--- src/rtl/hvl_pkg.sv ---
package hvl_pkg;

  // Which cycle of an operation the operand register is in
  typedef enum logic {
    PH_FIRST  = 1'b0,
    PH_SECOND = 1'b1
  } hvl_phase_e;

endpackage

--- src/rtl/hvl_ripple_stage.sv ---
// Ripple stage. With INCR clear it ripples straight from cin. With INCR set it
// adds with a zero carry-in, then increments the partial sum by cin, and skip
// logic forms the stage carry from the local carry and the propagate product.
module hvl_ripple_stage #(
  parameter int W    = 4,
  parameter bit INCR = 1'b1
) (
  input  logic [W-1:0] a,
  input  logic [W-1:0] b,
  input  logic         cin,
  output logic [W-1:0] sum,
  output logic         cout
);

  logic [W-1:0] pv;
  logic [W-1:0] gv;
  logic [W-1:0] s0;
  logic [W:0]   rc;

  assign pv = a ^ b;
  assign gv = a & b;

  always_comb begin
    rc[0] = INCR ? 1'b0 : cin;
    for (int i = 0; i < W; i++) begin
      rc[i+1] = gv[i] | (pv[i] & rc[i]);
    end
  end

  assign s0 = pv ^ rc[W-1:0];

  generate
    if (INCR) begin : g_incr
      logic [W-1:0] ic;
      logic         grp_p;

      assign grp_p = &pv;

      always_comb begin
        ic[0] = cin;
        for (int i = 0; i < W - 1; i++) begin
          ic[i+1] = s0[i] & ic[i];
        end
      end

      assign sum  = s0 ^ ic;
      assign cout = rc[W] | (grp_p & cin);
    end else begin : g_plain
      assign sum  = s0;
      assign cout = rc[W];
    end
  endgenerate

endmodule

--- src/rtl/hvl_ks_nucleus.sv ---
// Prefix core: bit propagate/generate, a Kogge-Stone network of log2(W)
// levels, then per-bit carries from cin and the prefix terms, then the sums.
module hvl_ks_nucleus #(
  parameter int W = 8
) (
  input  logic [W-1:0] a,
  input  logic [W-1:0] b,
  input  logic         cin,
  output logic [W-1:0] sum,
  output logic         cout
);

  localparam int LVL = $clog2(W);

  logic [W-1:0]           pv;
  logic [W-1:0]           gv;
  logic [LVL:0][W-1:0]    gl;
  logic [LVL:0][W-1:0]    pl;
  logic [W-1:0]           cv;

  assign pv = a ^ b;
  assign gv = a & b;

  always_comb begin
    gl[0] = gv;
    pl[0] = pv;
    for (int k = 1; k <= LVL; k++) begin
      for (int i = 0; i < W; i++) begin
        if (i >= (1 << (k - 1))) begin
          gl[k][i] = gl[k-1][i] | (pl[k-1][i] & gl[k-1][i - (1 << (k - 1))]);
          pl[k][i] = pl[k-1][i] & pl[k-1][i - (1 << (k - 1))];
        end else begin
          gl[k][i] = gl[k-1][i];
          pl[k][i] = pl[k-1][i];
        end
      end
    end
  end

  always_comb begin
    cv[0] = cin;
    for (int i = 1; i < W; i++) begin
      cv[i] = gl[LVL][i-1] | (pl[LVL][i-1] & cin);
    end
  end

  assign sum  = pv ^ cv;
  assign cout = gl[LVL][W-1] | (pl[LVL][W-1] & cin);

endmodule

--- src/rtl/hvl_predictor.sv ---
// Flags a possibly long carry chain: every bit of the window propagates.
module hvl_predictor #(
  parameter int W  = 32,
  parameter int LO = 14,
  parameter int PW = 4
) (
  input  logic [W-1:0] a,
  input  logic [W-1:0] b,
  output logic         long_path
);

  logic [PW-1:0] win_p;

  assign win_p     = a[LO +: PW] ^ b[LO +: PW];
  assign long_path = &win_p;

endmodule

--- src/rtl/hvl_skip_adder.sv ---
module hvl_skip_adder
  import hvl_pkg::*;
#(
  parameter int WIDTH   = 32,
  parameter int STAGE_W = 4,
  parameter int NUC_W   = 8,
  parameter int PRED_W  = 4
) (
  input  logic             clk,
  input  logic             rst_n,
  input  logic             in_valid,
  input  logic [WIDTH-1:0] in_a,
  input  logic [WIDTH-1:0] in_b,
  input  logic             in_cin,
  output logic             busy,
  output logic             out_valid,
  output logic [WIDTH-1:0] out_sum,
  output logic             out_cout
);

  localparam int NUC_LO  = (WIDTH - NUC_W) / 2;
  localparam int NUC_HI  = NUC_LO + NUC_W;
  localparam int N_LOW   = NUC_LO / STAGE_W;
  localparam int N_HIGH  = (WIDTH - NUC_HI) / STAGE_W;
  localparam int PRED_LO = (WIDTH - PRED_W) / 2;

  // operand register
  logic [WIDTH-1:0] a_q, b_q;
  logic             cin_q;
  logic             op_q;
  hvl_phase_e       phase_q;

  // result register
  logic [WIDTH-1:0] sum_q;
  logic             cout_q;
  logic             ov_q;

  // next-state
  logic             accept;
  logic             finish;
  logic             busy_w;
  logic             op_d;
  hvl_phase_e       phase_d;
  logic             long_w;

  // datapath
  logic [WIDTH-1:0] dp_sum;
  logic             dp_cout;
  logic [N_LOW:0]   lc;
  logic [N_HIGH:0]  hc;

  // ---------------- carry chain below the core ----------------
  assign lc[0] = cin_q;

  generate
    for (genvar j = 0; j < N_LOW; j++) begin : g_low
      hvl_ripple_stage #(
        .W    (STAGE_W),
        .INCR (j != 0)
      ) u_stage (
        .a    (a_q[j*STAGE_W +: STAGE_W]),
        .b    (b_q[j*STAGE_W +: STAGE_W]),
        .cin  (lc[j]),
        .sum  (dp_sum[j*STAGE_W +: STAGE_W]),
        .cout (lc[j+1])
      );
    end
  endgenerate

  // ---------------- prefix core ----------------
  hvl_ks_nucleus #(
    .W (NUC_W)
  ) u_nucleus (
    .a    (a_q[NUC_LO +: NUC_W]),
    .b    (b_q[NUC_LO +: NUC_W]),
    .cin  (lc[N_LOW]),
    .sum  (dp_sum[NUC_LO +: NUC_W]),
    .cout (hc[0])
  );

  // ---------------- carry chain above the core ----------------
  generate
    for (genvar j = 0; j < N_HIGH; j++) begin : g_high
      hvl_ripple_stage #(
        .W    (STAGE_W),
        .INCR (1'b1)
      ) u_stage (
        .a    (a_q[NUC_HI + j*STAGE_W +: STAGE_W]),
        .b    (b_q[NUC_HI + j*STAGE_W +: STAGE_W]),
        .cin  (hc[j]),
        .sum  (dp_sum[NUC_HI + j*STAGE_W +: STAGE_W]),
        .cout (hc[j+1])
      );
    end
  endgenerate

  assign dp_cout = hc[N_HIGH];

  // ---------------- latency predictor ----------------
  hvl_predictor #(
    .W  (WIDTH),
    .LO (PRED_LO),
    .PW (PRED_W)
  ) u_pred (
    .a         (a_q),
    .b         (b_q),
    .long_path (long_w)
  );

  // ---------------- control next-state ----------------
  always_comb begin
    busy_w  = op_q & long_w & (phase_q == PH_FIRST);
    finish  = op_q & (~long_w | (phase_q == PH_SECOND));
    accept  = in_valid & ~busy_w;
    op_d    = accept | (op_q & ~finish);
    phase_d = busy_w ? PH_SECOND : PH_FIRST;
  end

  // ---------------- registers ----------------
  always_ff @(posedge clk or negedge rst_n) begin
    if (!rst_n) begin
      op_q    <= 1'b0;
      phase_q <= PH_FIRST;
      ov_q    <= 1'b0;
    end else begin
      op_q    <= op_d;
      phase_q <= phase_d;
      ov_q    <= finish;
    end
  end

  always_ff @(posedge clk or negedge rst_n) begin
    if (!rst_n) begin
      a_q   <= '0;
      b_q   <= '0;
      cin_q <= 1'b0;
    end else if (accept) begin
      a_q   <= in_a;
      b_q   <= in_b;
      cin_q <= in_cin;
    end
  end

  always_ff @(posedge clk or negedge rst_n) begin
    if (!rst_n) begin
      sum_q  <= '0;
      cout_q <= 1'b0;
    end else if (finish) begin
      sum_q  <= dp_sum;
      cout_q <= dp_cout;
    end
  end

  assign busy      = busy_w;
  assign out_valid = ov_q;
  assign out_sum   = sum_q;
  assign out_cout  = cout_q;

  // ---------------- assertions ----------------
  AST_SUM_MATCH: assert property (@(posedge clk) disable iff (!rst_n)
    op_q |-> ({dp_cout, dp_sum} == ({1'b0, a_q} + {1'b0, b_q} + {{WIDTH{1'b0}}, cin_q})));

  AST_SHORT_ONE_CYCLE: assert property (@(posedge clk) disable iff (!rst_n)
    (op_q && !long_w) |=> out_valid);

  AST_LONG_TWO_CYCLE: assert property (@(posedge clk) disable iff (!rst_n)
    busy |=> (!busy && !out_valid) ##1 out_valid);

  AST_BUSY_HOLDS_OPS: assert property (@(posedge clk) disable iff (!rst_n)
    busy |=> ($stable(a_q) && $stable(b_q) && $stable(cin_q)));

  AST_IDLE_NO_RESULT: assert property (@(posedge clk) disable iff (!rst_n)
    !op_q |=> !out_valid);

endmodule

--- config.mk ---
export PLATFORM = sky130hd
export DESIGN_NAME = hvl_skip_adder
export DESIGN_NICKNAME = d
export VERILOG_FILES = /design/src/rtl/hvl_pkg.sv /design/src/rtl/hvl_ripple_stage.sv /design/src/rtl/hvl_ks_nucleus.sv /design/src/rtl/hvl_predictor.sv /design/src/rtl/hvl_skip_adder.sv
export SDC_FILE = /design/constraint.sdc
export NUM_CORES = 1
export LEC_CHECK = 0
export BUFFER_PORTS_ARGS = -buffer_cell sky130_fd_sc_hd__buf_4
export CAP_MARGIN = 40
export CORE_UTILIZATION = 60
export CTS_BUF_LIST = sky130_fd_sc_hd__clkbuf_16
export CTS_CLUSTER_DIAMETER = 40
export DETAILED_ROUTE_END_ITERATION = 10
export PLACE_DENSITY = 0.85
export SLEW_MARGIN = 20
export SYNTH_ARGS = -nofsm -noshare
export SYNTH_HDL_FRONTEND = slang
export SYNTH_SLANG_ARGS = --single-unit
--- constraint.sdc ---
create_clock -name clk -period 8.8 [get_ports clk]
set_clock_uncertainty 0.15 [all_clocks]
set_input_delay 1.76 -clock clk [delete_from_list [all_inputs] [get_ports clk]]
set_output_delay 1.76 -clock clk [all_outputs]
set_load 0.02 [all_outputs]
# After elaboration in Yosys (flattened, before gate mapping)
# Index checks and enable logic that the tools add are counted.
# totals
regBits	101
input_bits	68
out_inout_bits	35
word_cells	183
# classes
muxes	1
n_bitwise	168
reduce_logical	6
# op_table
op	count
$and 1x1->1	86
$xor 4x4->4	18
$or 1x1->1	51
$and 4x4->4	6
$reduce_and 4->1	6
$xor 8x8->8	2
$and 8x8->8	1
$not 1->1	4
$mux 1	1

# Longest topological paths before layout
# logic_depth
ltp_word	23
depth_mapped	16
mapped_depth_nobuf	16

# By module
# A second synthesis with hierarchy kept.
# hier_totals
hier_cells	383
hier_area_um2	5469.0
# by_module_without_submodules
module	instances	cells_each	area_per_inst_um2	seq_area_each_um2
hvl_skip_adder	1	216	3975.1	2527.4
hvl_ripple_stage (g_high[0].u_stage ...)	5	22	203.9	0.0
hvl_ks_nucleus	1	38	315.3	0.0
hvl_ripple_stage (g_low[0].u_stage)	1	14	117.6	0.0
hvl_predictor	1	5	41.3	0.0

# Least setup slack after synthesis
# No wires, ideal clock.
# synth_path
kind	register -> register
startpoint	register a_q[0]
endpoint	register sum_q[31], in the netlist out_sum[31]
setup_ns	0.083
t_arrival_ns	3.535
required_time_ns	8.567
path_slack_ns	5.032
stages_incl_launch_ff	17
path_buffers	0
period_less_slack_ns	3.768
path_cell_list	dfrtp_1 -> inv_1 -> fa_1 -> inv_1 -> fa_1 -> fa_1 -> fa_1 -> and3_1 -> a311oi_1 -> nor3_1 -> o21a_1 -> a21o_1 -> ha_1 -> ha_1 -> ha_1 -> xor2_1 -> o21ai_0
# synth_between
elab_chain_len	23
word_cells_on_any_way	24
cone_classes	24 x bitwise
# synth_lines
item	line_no	text
start, declared	hvl_skip_adder.sv:28	logic [WIDTH-1:0] a_q, b_q;
start signal, assigned	hvl_skip_adder.sv:138	a_q <= in_a;
$xor 4x4->4	hvl_ripple_stage.sv:20	assign pv = a ^ b;
$and 1x1->1	hvl_ripple_stage.sv:26	rc[i+1] = gv[i] | (pv[i] & rc[i]);
$or 1x1->1 (*)	hvl_ripple_stage.sv:26	
$and 1x1->1 (*)	hvl_ripple_stage.sv:26	
$or 1x1->1 (*)	hvl_ripple_stage.sv:26	
$and 1x1->1 (*)	hvl_ripple_stage.sv:26	
$or 1x1->1 (*)	hvl_ripple_stage.sv:26	
$and 1x1->1 (*)	hvl_ripple_stage.sv:26	
[5 not listed]	n/a	
$and 1x1->1 (*)	hvl_ks_nucleus.sv:48	assign cout = gl[LVL][W-1] | (pl[LVL][W-1] & cin);
$or 1x1->1 (*)	hvl_ks_nucleus.sv:48	
$and 1x1->1 (*)	hvl_ripple_stage.sv:47	assign cout = rc[W] | (grp_p & cin);
$or 1x1->1 (*)	hvl_ripple_stage.sv:47	
$and 1x1->1 (*)	hvl_ripple_stage.sv:47	
$or 1x1->1 (*)	hvl_ripple_stage.sv:47	
$and 1x1->1 (*) (3 in series)	hvl_ripple_stage.sv:42	ic[i+1] = s0[i] & ic[i];
$xor 4x4->4 (*)	hvl_ripple_stage.sv:46	assign sum = s0 ^ ic;
end signal, assigned	hvl_skip_adder.sv:149	sum_q <= dp_sum;
end, declared	hvl_skip_adder.sv:34	logic [WIDTH-1:0] sum_q;
# Mark *: on every way between the ends. The rest lies on a longest branch, timed or not.
# A chain may end at the register's enable or synchronous reset.

# Final worst setup path
# Ends and elaborated chain as after synthesis.

==> summary.md <==
| Metric | Value |
|---|---|
| Pin count of the biggest net entering global routing | 52 |
| Max-slew headroom | 0.458 |
| DRT Pass-1 Iters | 8 |
| Layout Cells excl Fill | 640 |
| Iter 0 DRT Violations | 114 |
| Syn avg cell area | 12.9 µm² |
| Violations in the final reports | design-rule violations |
| Fin. max-slew vios | 0 |
| Sw frac | 0.364 |
| Min Tclk post-route | slightly above 4000 ps |
| Routed WL per cell | 17.1 µm |
| Cell Int Power | between 1 and 1.5 mW |
| CTS Buf Count | 9 |
| VDD IR max | ~0.00014 V |
| Run status | finished, violations left |
| Layout cells sized above 1 | 0.363 |
| Starting density of the core | 0.625 |
| Register area | 0.00253 mm² |
| First-pass GRT wire length | roughly 19,000 µm |
| Sequential share of power | 0.389 |
| Hold buffers post-CTS | 0 |
| Post-Place Cells | roughly 620 |
| CP arrival | 4180 ps |
| Count of distinct cell types in the synthesized netlist | 48 |
| Final Hold Violating Endpoints | 0 |
| Worst-margin pin slew | 807 ps |
| WS Path Type | register to register |
| CP Cell Sequence | inv_1 > fa_1 > inv_1 > fa_1 > fa_1 > fa_1 > and3_1 > a311oi_1 > nor3_1 > o21a_1 > a21o_1 > ha_1 > ha_1 > ha_1 > xor2_1 > o21ai_0 |
| Endpoint class of the critical path | register |
| I/O Pins | 103 |
| Ant diodes | 0 |
| Resized Gates After CTS | 0 |
| DP HPWL | a little over 8000 µm |
| Final period utilization | 0.469 |
| Post-layout util | 0.746 |
| Drt drc | 12 |
| H-tree Lvls | 3 |
| Core box area | 0.00881 mm² |
| CTS tree | done |
| GRT overflow | 0 |
| Via count | 3,546 |
| Path type of the worst min-delay path | register to register |
| Delay of the slowest critical-path stage | about 410 ps |
| Post-Syn Nets | about 560 |
| Setup TNS | 0 ps |
| Worst-path clk slew | 70 ps |
| Worst skew pair latency | 340 ps |
| Clock Power Share | 0.210 |
| Slowest-stage cell, CP | fa_1 |
| P_leak | 3.31 nW |
| Die Ht | 97.8 µm |
| Vias/cell | roughly 5.5 |
| Register area share after synthesis | 0.459 |
| Cells after synthesis | 425 |
| Vias in the first global route | 3,827 |
| Die area | 0.00956 mm² |
| Routed wire length | 10,900 µm |
| Routed Antenna Nets | 0 |
| NetSw | around 0.63 mW |
| CP Launch Type | register |
| Multi-input gate area | 0.00276 mm² |
| Peak Freq | 0.242 GHz |
| Combinational power share | 0.401 |
| Clock Path Buffers | 2 |
| Fill cells | around 570 |
| RSZ-0062 raised after global routing | no |
| Gpl congestion | 0.785 |
| PD cells | between 200 and 300 mW/mm² |
| EDFF count, synth | 0 |
| Ys async rst share | 1.00 |
| Mapped Area | approximately 0.0055 mm² |
| Initial antenna violation count | 0 |
| Root Driver | clkbuf_16 |
| FP Rows | 34 |
| Endpoints failing setup | 0 |
| Worst-path maximum fanout | 3 |
| FF+latch count, synth | 101 |
| Top_reg_cell synth | dfrtp_1 |
| P&R area growth vs syn | 19.4% |
| Cell mode on critical path | fa_1 |
| CTS sink cnt | 101 |
| Max Cap Viol | 0 |
| IO buf count | 102 |
| Die W | 97.8 µm |
| Post-CTS Setup Repair Bufs | 0 |
| Yosys warnings | 0 |
| Worst Path Required | 8850 ps |
| Nets@finish | 658 |
| Gr usage total | 0.250 |
-- kinds of logic (layout without fill, tap and decap cells) --
family,count (synthesis),after routing,synth area share
simple gates,112,112,0.0930
mux,65,65,0.167
xor+xnor,7,7,0.0111
flops,101,101,0.459
buf+inv,32,139,0.0421
fa+ha+maj,63,63,0.171
compound gates,45,45,0.0566
-- Yosys cell counts, types with 2 or more instances --
cell / instances / area share
dfrtp_1: 101 / 0.46
and3_1: 2 / 0.0023
a21oi_2: 3 / 0.0048
xnor2_1: 6 / 0.0096
a31oi_1: 3 / 0.0034
nor2_1: 6 / 0.0041
o21ai_0: 12 / 0.011
and4_1: 2 / 0.0032
ha_1: 43 / 0.098
o21a_1: 3 / 0.0041
a21oi_1: 6 / 0.0055
inv_1: 16 / 0.011
nor3b_1: 2 / 0.0027
buf_4: 2 / 0.0027
fa_1: 20 / 0.073
mux2_4: 50 / 0.14
nand2_1: 72 / 0.049
mux2_2: 15 / 0.031
a21o_1: 4 / 0.0055
clkbuf_1: 2 / 0.0014
nand3_1: 9 / 0.0082
nand4_1: 6 / 0.0068
o211ai_1: 2 / 0.0027
o311a_1: 2 / 0.0036
or4_1: 4 / 0.0055
buf_12: 6 / 0.022
buf_2: 5 / 0.0045
-- cell type report --
type	count	area share
tap	108	0.0206
timing repair buffer	106	0.125
clock buffer	9	0.0343
clock inverter	7	0.00647
sequential	101	0.385
multi-input combinational	292	0.419
inverter	17	0.00971
-- path summary, 6_finish.rpt --
| path | end | startpoint | slack, ps | cells after the start |
|---|---|---|---|---|
| worst max-delay path | out_sum[31]$_DFFE_PN0P_ | a_q[0]$_DFFE_PN0P_ | 4670 | 16 |
| worst min register to register | out_sum[4]$_DFFE_PN0P_ | out_sum[4]$_DFFE_PN0P_ | 320 | 2 |
| worst min-delay path | out_sum[4]$_DFFE_PN0P_ | out_sum[4]$_DFFE_PN0P_ | 320 | 2 |
| max in group asynchronous | out_sum[29]$_DFFE_PN0P_ | rst_n | 6260 | 3 |
| min in group asynchronous | a_q[21]$_DFFE_PN0P_ | rst_n | 1150 | 1 |
| worst max register to register | out_sum[31]$_DFFE_PN0P_ | a_q[0]$_DFFE_PN0P_ | 4670 | 16 |
-- metrics by stage --
| step | setup slack (ps) | total power, mW | cell area, µm² | hold WS, ps |
|---|---|---|---|---|
| floorplan | 5030 | 1.10 | 5500 | 329 |
| global placement | 4740 | 1.33 | 6260 | 312 |
| detailed placement | 4670 | 1.36 | 6300 | 313 |
| CTS | 4640 | 1.73 | 6570 | 330 |
| global route | 4420 | 1.83 | 6570 | 358 |
| finish | 4670 | 1.72 | 6570 | 325 |
-- power groups by stage --
stage,Combinational (mW),Sequential (mW),Clock (mW)
2_1_floorplan,0.353,0.750,0
4_1_cts,0.695,0.671,0.369
3_5_place_dp,0.687,0.677,0
3_3_place_gp,0.658,0.671,0
6_report,0.690,0.670,0.362
5_1_grt,0.759,0.685,0.386
-- worst max-delay path, delay by kind of cell, from the launching register on --
kind | cells | cell delay [ps]
adders and majority gates | 7 | 1970
xor gates and xnor gates | 1 | 130
AOI/OAI and AO/OA | 4 | 890
and+or+nand+nor | 2 | 370
DFF | 1 | 380
buffers and inverters | 2 | 130
-- sequential cells by signal (all words and copies together), names as in the netlist --
name	flops
out_valid	1
cin_q	1
phase_q	1
out_cout	1
out_sum	32
b_q	32
a_q	32
op_q	1
-- cells in the final DEF (no fill, tap or decap), types with 2 or more instances in the layout --
master	synthesis	routed
nand2_1	72	72
mux2_2	15	15
and3_1	2	2
a21oi_1	6	6
mux2_4	50	50
clkinv_1	1	3
xnor2_1	6	6
o21a_1	3	3
inv_1	16	17
and4_1	2	2
buf_4	2	104
nand3_1	9	9
nand4_1	6	6
ha_1	43	43
o311a_1	2	2
clkbuf_16	0	9
nor2_1	6	6
or4_1	4	4
a31oi_1	3	3
nor3b_1	2	2
dfrtp_1	101	101
o211ai_1	2	2
fa_1	20	20
a21o_1	4	4
o21ai_0	12	12
clkinv_4	0	2
a21oi_2	3	3
buf_12	6	2
-- routing by layer --
| metal | part of all wire | track usage | vias up |
|---|---|---|---|
| met5 | 0 | 0 | - |
| li1 | - | - | 1669 |
| met2 | 0.52 | 0.426 | 95 |
| met1 | 0.42 | 0.325 | 1764 |
| met3 | 0.037 | 0.0451 | 18 |
| met4 | 0.022 | 0.0874 | 0 |
Power figures use the tool's default switching activity.
